--- config.mk ---
export PLATFORM = sky130hd
export DESIGN_NAME = mtn_accum
export DESIGN_NICKNAME = d
export VERILOG_FILES = /design/src/rtl/mtn_pkg.sv /design/src/rtl/mtn_scale.sv /design/src/rtl/mtn_axis.sv /design/src/rtl/mtn_flags.sv /design/src/rtl/mtn_accum.sv
export SDC_FILE = /design/constraint.sdc
export NUM_CORES = 1
export LEC_CHECK = 0
export BUFFER_PORTS_ARGS = -buffer_cell sky130_fd_sc_hd__buf_2
export CAP_MARGIN = 20
export CORE_MARGIN = 10
export CORE_UTILIZATION = 61
export DETAILED_ROUTE_END_ITERATION = 10
export PLACE_DENSITY = 0.82
export SETUP_SLACK_MARGIN = 0.15
export SYNTH_ARGS = -nofsm -noshare
export SYNTH_HDL_FRONTEND = slang
export SYNTH_SLANG_ARGS = --single-unit
--- constraint.sdc ---
create_clock -name clk -period 6 [get_ports clk]
set_input_delay 0.6 -clock clk [delete_from_list [all_inputs] [get_ports clk]]
set_output_delay 0.6 -clock clk [all_outputs]
set_load 0.02 [all_outputs]
--- src/rtl/mtn_pkg.sv ---
package mtn_pkg;
   // status byte field positions
   localparam int unsigned MOT_BIT = 7;
   localparam int unsigned OVF_BIT = 4;
   localparam int unsigned NUM_AXES = 2;
   typedef enum logic [0:0] {AXIS_X = 1'b0, AXIS_Y = 1'b1} axis_e;
endpackage

--- src/rtl/mtn_scale.sv ---
// Resolution scaler: halves increments at low resolution, carrying the odd bit.
module mtn_scale #(
   parameter int unsigned INC_W = 8
) (
   input  logic                    clk,
   input  logic                    rst_n,
   input  logic                    inc_valid,
   input  logic [INC_W-1:0]        inc,
   input  logic                    hi_res,
   input  logic                    clr,
   output logic signed [INC_W:0]   add_o
);
   logic signed [INC_W:0] inc_x;
   logic signed [INC_W:0] sum;
   logic signed [INC_W:0] half;
   logic                  rem_q;
   logic                  rem_d;

   always_comb begin
      inc_x = $signed({inc[INC_W-1], inc});
      sum   = inc_x + $signed({{INC_W{1'b0}}, rem_q});
      half  = sum >>> 1;
      if (!inc_valid || clr) add_o = '0;
      else if (hi_res)       add_o = inc_x;
      else                   add_o = half;
   end

   always_comb begin
      if (clr || hi_res)  rem_d = 1'b0;
      else if (inc_valid) rem_d = sum[0];
      else                rem_d = rem_q;
   end

   always_ff @(posedge clk or negedge rst_n) begin
      if (!rst_n) rem_q <= 1'b0;
      else        rem_q <= rem_d;
   end

   // a cleared scaler never carries a remainder into the next cycle
   assert_rem_clear_R9: assert property (@(posedge clk) disable iff (!rst_n)
      (clr || hi_res) |=> !rem_q);
endmodule

--- src/rtl/mtn_axis.sv ---
// One axis: wide saturating accumulator drained by clamped byte reads.
module mtn_axis #(
   parameter int unsigned INC_W = 8,
   parameter int unsigned ACC_W = 13,
   parameter int unsigned RPT_W = 8
) (
   input  logic             clk,
   input  logic             rst_n,
   input  logic             inc_valid,
   input  logic [INC_W-1:0] inc,
   input  logic             hi_res,
   input  logic             rd,
   input  logic             clr,
   output logic [RPT_W-1:0] rpt_o,
   output logic             nonzero_o,
   output logic             hit_o,
   output logic             full_nxt_o
);
   typedef logic signed [ACC_W-1:0] acc_t;
   typedef logic signed [ACC_W+1:0] wide_t;

   localparam wide_t ACC_HI = wide_t'((64'sd1 <<< (ACC_W-1)) - 64'sd1);
   localparam wide_t ACC_LO = wide_t'(-(64'sd1 <<< (ACC_W-1)));
   localparam acc_t  RPT_HI = acc_t'((64'sd1 <<< (RPT_W-1)) - 64'sd1);
   localparam acc_t  RPT_LO = acc_t'(-(64'sd1 <<< (RPT_W-1)));
   localparam logic [RPT_W-1:0] RPT_MAXB = {1'b0, {(RPT_W-1){1'b1}}};
   localparam logic [RPT_W-1:0] RPT_MINB = {1'b1, {(RPT_W-1){1'b0}}};

   acc_t                  acc_q;
   acc_t                  acc_d;
   logic signed [INC_W:0] add;
   wide_t                 raw;
   wide_t                 sub;
   logic                  hit;

   mtn_scale #(.INC_W(INC_W)) scale_i (
      .clk(clk), .rst_n(rst_n), .inc_valid(inc_valid), .inc(inc),
      .hi_res(hi_res), .clr(clr), .add_o(add)
   );

   // clamped byte view of the accumulator
   always_comb begin
      if (acc_q > RPT_HI)      rpt_o = RPT_MAXB;
      else if (acc_q < RPT_LO) rpt_o = RPT_MINB;
      else                     rpt_o = acc_q[RPT_W-1:0];
   end

   always_comb begin
      sub = rd ? wide_t'($signed(rpt_o)) : '0;
      raw = wide_t'(acc_q) + wide_t'(add) - sub;
      hit = 1'b0;
      if (clr) begin
         acc_d = '0;
      end else if (raw > ACC_HI) begin
         acc_d = acc_t'(ACC_HI);
         hit   = 1'b1;
      end else if (raw < ACC_LO) begin
         acc_d = acc_t'(ACC_LO);
         hit   = 1'b1;
      end else begin
         acc_d = acc_t'(raw);
      end
   end

   assign hit_o      = hit;
   assign full_nxt_o = (wide_t'(acc_d) == ACC_HI) || (wide_t'(acc_d) == ACC_LO);
   assign nonzero_o  = (acc_q != '0);

   always_ff @(posedge clk or negedge rst_n) begin
      if (!rst_n) acc_q <= '0;
      else        acc_q <= acc_d;
   end

   // a read of an in-range value with nothing added empties the axis
   assert_drain_R2: assert property (@(posedge clk) disable iff (!rst_n)
      (rd && !inc_valid && !clr && acc_q <= RPT_HI && acc_q >= RPT_LO) |=> (acc_q == '0));
   // residual beyond byte range reads as full scale
   assert_sat_R4: assert property (@(posedge clk) disable iff (!rst_n)
      (acc_q > RPT_HI) |-> (rpt_o == RPT_MAXB));
   // clear empties the axis
   assert_clr_R7: assert property (@(posedge clk) disable iff (!rst_n)
      clr |=> (acc_q == '0));
endmodule

--- src/rtl/mtn_flags.sv ---
// Motion and overflow status plus the motion-pending pin.
module mtn_flags #(
   parameter int unsigned N_AX = 2
) (
   input  logic            clk,
   input  logic            rst_n,
   input  logic [N_AX-1:0] nonzero,
   input  logic [N_AX-1:0] hit,
   input  logic [N_AX-1:0] full_nxt,
   input  logic            rd_any,
   input  logic            clr,
   output logic            mot_o,
   output logic            ovf_o,
   output logic            motion_n
);
   logic ovf_q;
   logic ovf_d;

   always_comb begin
      if (clr)                          ovf_d = 1'b0;
      else if (|hit)                    ovf_d = 1'b1;
      else if (rd_any && !(|full_nxt)) ovf_d = 1'b0;
      else                              ovf_d = ovf_q;
   end

   always_ff @(posedge clk or negedge rst_n) begin
      if (!rst_n) ovf_q <= 1'b0;
      else        ovf_q <= ovf_d;
   end

   assign mot_o    = |nonzero;
   assign ovf_o    = ovf_q;
   assign motion_n = ~mot_o;

   // a clamp is recorded on the next cycle
   assert_ovf_set_R6: assert property (@(posedge clk) disable iff (!rst_n)
      ((|hit) && !clr) |=> ovf_q);
   // a status write leaves no motion or overflow pending
   assert_clear_R7: assert property (@(posedge clk) disable iff (!rst_n)
      clr |=> (!mot_o && !ovf_q));
endmodule

--- src/rtl/mtn_accum.sv ---
module mtn_accum
   import mtn_pkg::*;
#(
   parameter int unsigned INC_W       = 8,
   parameter int unsigned RPT_W       = 8,
   parameter int unsigned DRAIN_READS = 32
) (
   input  logic             clk,
   input  logic             rst_n,
   input  logic             inc_valid,
   input  logic [INC_W-1:0] inc_dx,
   input  logic [INC_W-1:0] inc_dy,
   input  logic             hi_res,
   input  logic             rd_status,
   input  logic             rd_dy,
   input  logic             rd_dx,
   input  logic             wr_status,
   output logic [7:0]       status_byte,
   output logic [RPT_W-1:0] dy_byte,
   output logic [RPT_W-1:0] dx_byte,
   output logic             motion_n
);
   localparam int unsigned ACC_W = $clog2(DRAIN_READS * (2 ** (RPT_W - 1))) + 1;

   generate
      if (DRAIN_READS < 2) begin : g_bad_drain
         $error("mtn_accum: DRAIN_READS must be at least 2");
      end
      if (INC_W + 1 >= ACC_W) begin : g_bad_inc
         $error("mtn_accum: accumulator must be wider than an increment");
      end
      if (RPT_W < 2 || RPT_W >= ACC_W) begin : g_bad_rpt
         $error("mtn_accum: report width out of range");
      end
   endgenerate

   logic [NUM_AXES-1:0][INC_W-1:0] inc_ax;
   logic [NUM_AXES-1:0][RPT_W-1:0] rpt_ax;
   logic [NUM_AXES-1:0]            rd_ax;
   logic [NUM_AXES-1:0]            nz_ax;
   logic [NUM_AXES-1:0]            hit_ax;
   logic [NUM_AXES-1:0]            full_ax;
   logic                           mot;
   logic                           ovf;

   assign inc_ax[AXIS_X] = inc_dx;
   assign inc_ax[AXIS_Y] = inc_dy;
   assign rd_ax[AXIS_X]  = rd_dx;
   assign rd_ax[AXIS_Y]  = rd_dy;

   generate
      for (genvar a = 0; a < NUM_AXES; a++) begin : g_axis
         mtn_axis #(.INC_W(INC_W), .ACC_W(ACC_W), .RPT_W(RPT_W)) axis_i (
            .clk(clk), .rst_n(rst_n), .inc_valid(inc_valid), .inc(inc_ax[a]),
            .hi_res(hi_res), .rd(rd_ax[a]), .clr(wr_status),
            .rpt_o(rpt_ax[a]), .nonzero_o(nz_ax[a]), .hit_o(hit_ax[a]),
            .full_nxt_o(full_ax[a])
         );
      end
   endgenerate

   mtn_flags #(.N_AX(NUM_AXES)) flags_i (
      .clk(clk), .rst_n(rst_n), .nonzero(nz_ax), .hit(hit_ax),
      .full_nxt(full_ax), .rd_any(|rd_ax), .clr(wr_status),
      .mot_o(mot), .ovf_o(ovf), .motion_n(motion_n)
   );

   always_comb begin
      status_byte          = '0;
      status_byte[MOT_BIT] = mot;
      status_byte[OVF_BIT] = ovf;
   end

   assign dx_byte = rpt_ax[AXIS_X];
   assign dy_byte = rpt_ax[AXIS_Y];

   // a lone status read leaves every output unchanged
   assert_status_rd_R11: assert property (@(posedge clk) disable iff (!rst_n)
      (rd_status && !inc_valid && !rd_dx && !rd_dy && !wr_status)
      |=> ($stable(status_byte) && $stable(dx_byte) && $stable(dy_byte)));
endmodule

==> results of run 1 <==
==> stage by stage <==
stage	worst slack [ns]	std cells
floorplan	0.501	593
global placement	0.262	716
detailed placement	0.0629	716
CTS	0.325	723
global route	0.149	724
finish	0.524	724
==> Yosys cell counts, drive strengths merged, types with 7 or more instances <==
cell type	number	area, µm²
and3	7	43.8
ha	54	676
nor2b	14	87.6
clkbuf	12	45.0
nand2	38	143
nor3	17	95.1
dfrtp	29	726
a21o	23	173
nand3	16	80.1
nor4	10	62.6
a21oi	65	329
xnor2	27	236
xor2	11	96.3
o21ai	30	150
inv	27	101
or2	8	52.6
nand2b	11	68.8
nand4	9	56.3
nor2	50	188
o21a	20	150
o31a	8	70.1
buf	11	80.1
==> registers in the layout (all words and copies together), names as in the netlist <==
register	count
g_axis.axis_i.acc_q	26
flags_i.ovf_o	1
g_axis.axis_i.scale_i.rem_q	2
==> worst max-delay path by stage <==
stage | depth (start not counted) | endpoint | start
global placement | 25 | flags_i.ovf_o | inc_dy[0]
floorplan | 23 | flags_i.ovf_o | hi_res
detailed placement | 25 | flags_i.ovf_o | inc_dy[0]
global route | 24 | flags_i.ovf_o | inc_dx[0]
CTS | 25 | flags_i.ovf_o | inc_dy[0]
finish | 26 | flags_i.ovf_o | inc_dy[0]
==> logic make-up after synthesis <==
logic type / after synthesis
compound gates: 199
xor+xnor: 38
fa+ha+maj: 58
buf+inv: 50
flops: 29
mux: 6
other cells: 1
simple gates: 207
==> worst max-delay path, delay by kind of cell <==
kind                       cells  cell delay, ns
muxes                          1            0.15
buffers and inverters          2            0.27
AOI/OAI and AO/OA             13            2.48
xor gates and xnor gates       1            0.16
and+or+nand+nor                4            0.44
adders and majority gates      5            1.52
==> area by class of cell <==
| class | instances | area, µm² |
|---|---|---|
| timing repair buffer | 48 | 258 |
| multi-input combinational | 514 | 3660 |
| inverter | 27 | 101 |
| sequential | 29 | 726 |
| fill | 637 | 2300 |
| clock buffer | 7 | 86.3 |
| tap | 99 | 124 |
==> what timing repair did <==
action                                  in CTS  in global routing
buffers inserted                             0                  1
gates resized for setup                      0                 16
endpoints found under the setup margin       0                 25
endpoints found under the hold margin        0                  0
==> layer usage <==
layer | wire length [µm] | track usage, % | up-vias | part of all wire [%]
met4 | 141 | 3.48 | 0 | 1.2
li1 | - | - | 2248 | -
met3 | 672 | 3.80 | 18 | 5.5
met5 | 0 | 0 | - | 0
met1 | 5490 | 27.1 | 2149 | 45
met2 | 5870 | 36.0 | 145 | 48
==> out/metrics.yaml, run 1 <==
finalCritPeriodShare_pct: 91.3
drt-initial-drc-count: 355
critPathArrivalTime_ns: 5.62
setup_viol: 0
vias: 4560
cts.clk_slew.worst_paths_ns: 0.06
n_antenna_cell: 0
startpoint_type: "input pin"
antenna_found_initial: 0
final_cell_mix: "a21oi_1 (60), ha_1 (52), nor2_1 (49)"
final_common_cell: "a21oi_1"
ant_nets: 0
maxSlewHeadroom_pct: 39.0
core-area_um2: 7250
cp_slowest_cell: "fa_1"
cts_tree: "built"
rsz0062_at_grt: "no"
setup.worst_path.class: "in -> reg"
die-area_um2: 11300
ys_warn_count: 0
clockRootBuffer: "clkbuf_8"
initial_utilization_pct: 62.6
first_global_vias: 4402
grt_overflow: 0
nNetsFinal: 707
r2r-start: "g_axis[1].axis_i.scale_i.rem_q"
cts.htree.levels: 2
pin_count: 49
synth_top_family_by_area: "compound AO/OA/AOI/OAI gates"
post-route-util_pct: 68.3
synthArstFlopShare_pct: 100
r2r-end: "flags_i.ovf_o"
critPathMaxStageDelay_ns: 0.40
stdcell_area_um2: 4960
area_growth_pct: 9.24
grt_pass1_wl_um: 20400
gp_congestion: 0.951
die_h_um: 106
final_max_slew_viol_count: 0
numClockSinks: 29
synth-adder-area-share_pct: 16.7
whs_ns: 0.354
crit_fanout: 8
tns_ns: 0
ff2ff_path_depth: 25
drc_errors: 0
first_pass_iters: 6
finClkSkew_ns: 0.00583
vias_per_cell: 6.30
finalWirelength_um: 12200
synth_cell_type_count: 69
max_freq_mhz: 183
clock_latency_ns: 0.27
min_period_ns: 5.48
reg2reg_slack_ns: 0.58
grt_max_degree: 30
portBuffers: 41
cts_buffers: 5
finalHoldViolations: 0
dominantRegCellSynth: "dfrtp_1"
layout-drive-gt1-share_pct: 12.8
endpoint_kind: "flop"
worstHoldPathType: "in -> async"
syn_avg_cell_area_um2: 7.72
ys_ff_latch: 29
synth_mux_area_share_pct: 1.32
place_area_um2: 4810
drv_cap: 0
chipWidth_um: 106
synth-simple-area-share_pct: 23.8
synthCells: 588
dp_hpwl_um: 9710
syn_area_um2: 4540
status: "complete, no violations"
critical_path_required_ns: 6.15
yosysSeqAreaShare_pct: 16.0
synth_xor_area_share_pct: 7.33
track_usage_pct: 21.0
cts_hold_buffers: 0
synth_edf_count: 0
rows: 31
wl_per_cell_um: 16.8
clockBufferDepth: 2
worst_pin_slew_ns: 0.900
synth_compound_area_share_pct: 29.8
Power of run 1 is not shown: default switching activity piles up to over one toggle a cycle in this logic, so the estimate is an artifact.
==> run 2: changes to the inputs <==
- clock period: 6 -> 5.35 ns (I/O delays scaled with it)
==> out/metrics.yaml, run 2 (synthesis gave the netlist of run 1 again) <==
numClockSinks: 29
grt_overflow: 0
portBuffers: 41
dp_hpwl_um: 10100
area_growth_pct: 21.6
final_max_slew_viol_count: 0
maxSlewHeadroom_pct: 55.7
reg2reg_slack_ns: 0.19
post-route-util_pct: 76.1
ff2ff_path_depth: 27
largest-register: "g_axis.axis_i.acc_q"
pin_count: 49
r2r-start: "g_axis[1].axis_i.scale_i.rem_q"
final_cell_mix: "buf_4 (64), a21oi_1 (51), ha_1 (50)"
endpoint_kind: "flop"
final_common_cell: "buf_4"
place_area_um2: 5150
first_pass_iters: 5
finalWirelength_um: 13200
cts.clk_slew.worst_paths_ns: 0.06
clock_latency_ns: 0.29
vias_per_cell: 6.24
rows: 31
setup.worst_path.class: "reg -> reg"
antenna_found_initial: 0
finalCritPeriodShare_pct: 96.5
drv_cap: 0
rsz0062_at_grt: "yes"
dp_slack_ns: -0.233
cpLargestDelayFamily: "compound AO/OA/AOI/OAI gates"
drc_errors: 0
critPathArrivalTime_ns: 5.32
vias: 4878
die_h_um: 106
finalHoldViolations: 0
worst_path_most_repeated_cell: "a21oi_2"
layout-drive-gt1-share_pct: 23.7
ant_nets: 0
gp_congestion: 0.957
max_freq_mhz: 194
initial_utilization_pct: 62.6
worst_pin_slew_ns: 0.665
cp_slowest_cell: "a2111oi_4"
crit_buf_inv: 2
critical_path_required_ns: 5.51
min_period_ns: 5.16
stdcell_area_um2: 5520
die-area_um2: 11300
cts_tree: "built"
grt_pass1_wl_um: 20700
fin_ws_ns: 0.186
setup_viol: 0
cts_hold_buffers: 0
chipWidth_um: 106
clockBufferDepth: 2
largest_reg_flops: 26
clockRootBuffer: "clkbuf_8"
n_antenna_cell: 0
fill_cells: 521
wl_per_cell_um: 16.9
grt_max_degree: 30
worstHoldPathType: "in -> async"
core-area_um2: 7250
first_global_vias: 4429
track_usage_pct: 21.3
critPathMaxStageDelay_ns: 0.40
crit_fanout: 6
nNetsFinal: 764
finClkSkew_ns: 0.00383
drt-initial-drc-count: 405
cts.htree.levels: 2
startpoint_type: "flop"
r2r-end: "flags_i.ovf_o"
cts_buffers: 5
status: "complete, no violations"
-- run 2: worst max-delay path by stage --
stage	end	from	depth (start not counted)
after CTS	flags_i.ovf_o	g_axis[0].axis_i.scale_i.rem_q	25
after global routing	flags_i.ovf_o	g_axis[1].axis_i.scale_i.rem_q	27
after floorplan	flags_i.ovf_o	hi_res	23
final	flags_i.ovf_o	g_axis[1].axis_i.scale_i.rem_q	27
after detailed placement	g_axis[0].axis_i.acc_q[9]	inc_dx[0]	26
after global placement	flags_i.ovf_o	inc_dy[0]	25
-- run 2: timing repair --
item	4_1_cts	5_1_grt
endpoints found under the hold margin	0	0
resized for setup	9	36
pin swaps	2	29
buffers inserted	0	13
gates cloned	0	0
endpoints found under the setup margin	14	25
-- run 2: cell type report --
type / instances / area, µm² / share of cell area, %
clock buffers: 6 / 72.6 / 1.31
clock inverters: 2 / 10.0 / 0.181
inverters: 27 / 101 / 1.84
multi-input cells: 514 / 3800 / 68.9
flip-flops and latches: 29 / 726 / 13.1
well taps: 99 / 124 / 2.24
repair buffers: 105 / 686 / 12.4
-- run 2: through the flow --
step | instances | setup TNS (ns) | hold WS (ns)
6_report | 782 | 0 | 0.262
5_1_grt | 782 | -0.438 | 0.306
4_1_cts | 769 | 0 | 0.284
3_5_place_dp | 761 | -3.02 | 0.552
3_3_place_gp | 761 | -0.0542 | 0.543
2_1_floorplan | 593 | 0 | 0.239
-- run 2: layer usage --
layer  GRT usage, %  share of wire, %  vias up
met5              0                 0        -
met4           3.29               1.2        0
met3           5.01               7.6       24
met2           37.2                49      187
met1           26.5                42     2308
li1               -                 -     2359
-- run 2: worst register-to-register path, delay by kind of cell, from the launching register on --
kind                     cells  cell delay, ns
XOR/XNOR                     2            0.25
buffers and inverters        2            0.36
AO/OA/AOI/OAI               13            2.24
AND/OR/NAND/NOR              6            0.88
adder cells (fa/ha/maj)      4            0.94
flip-flops                   1            0.39
Power of run 2 is left out for the same reason.
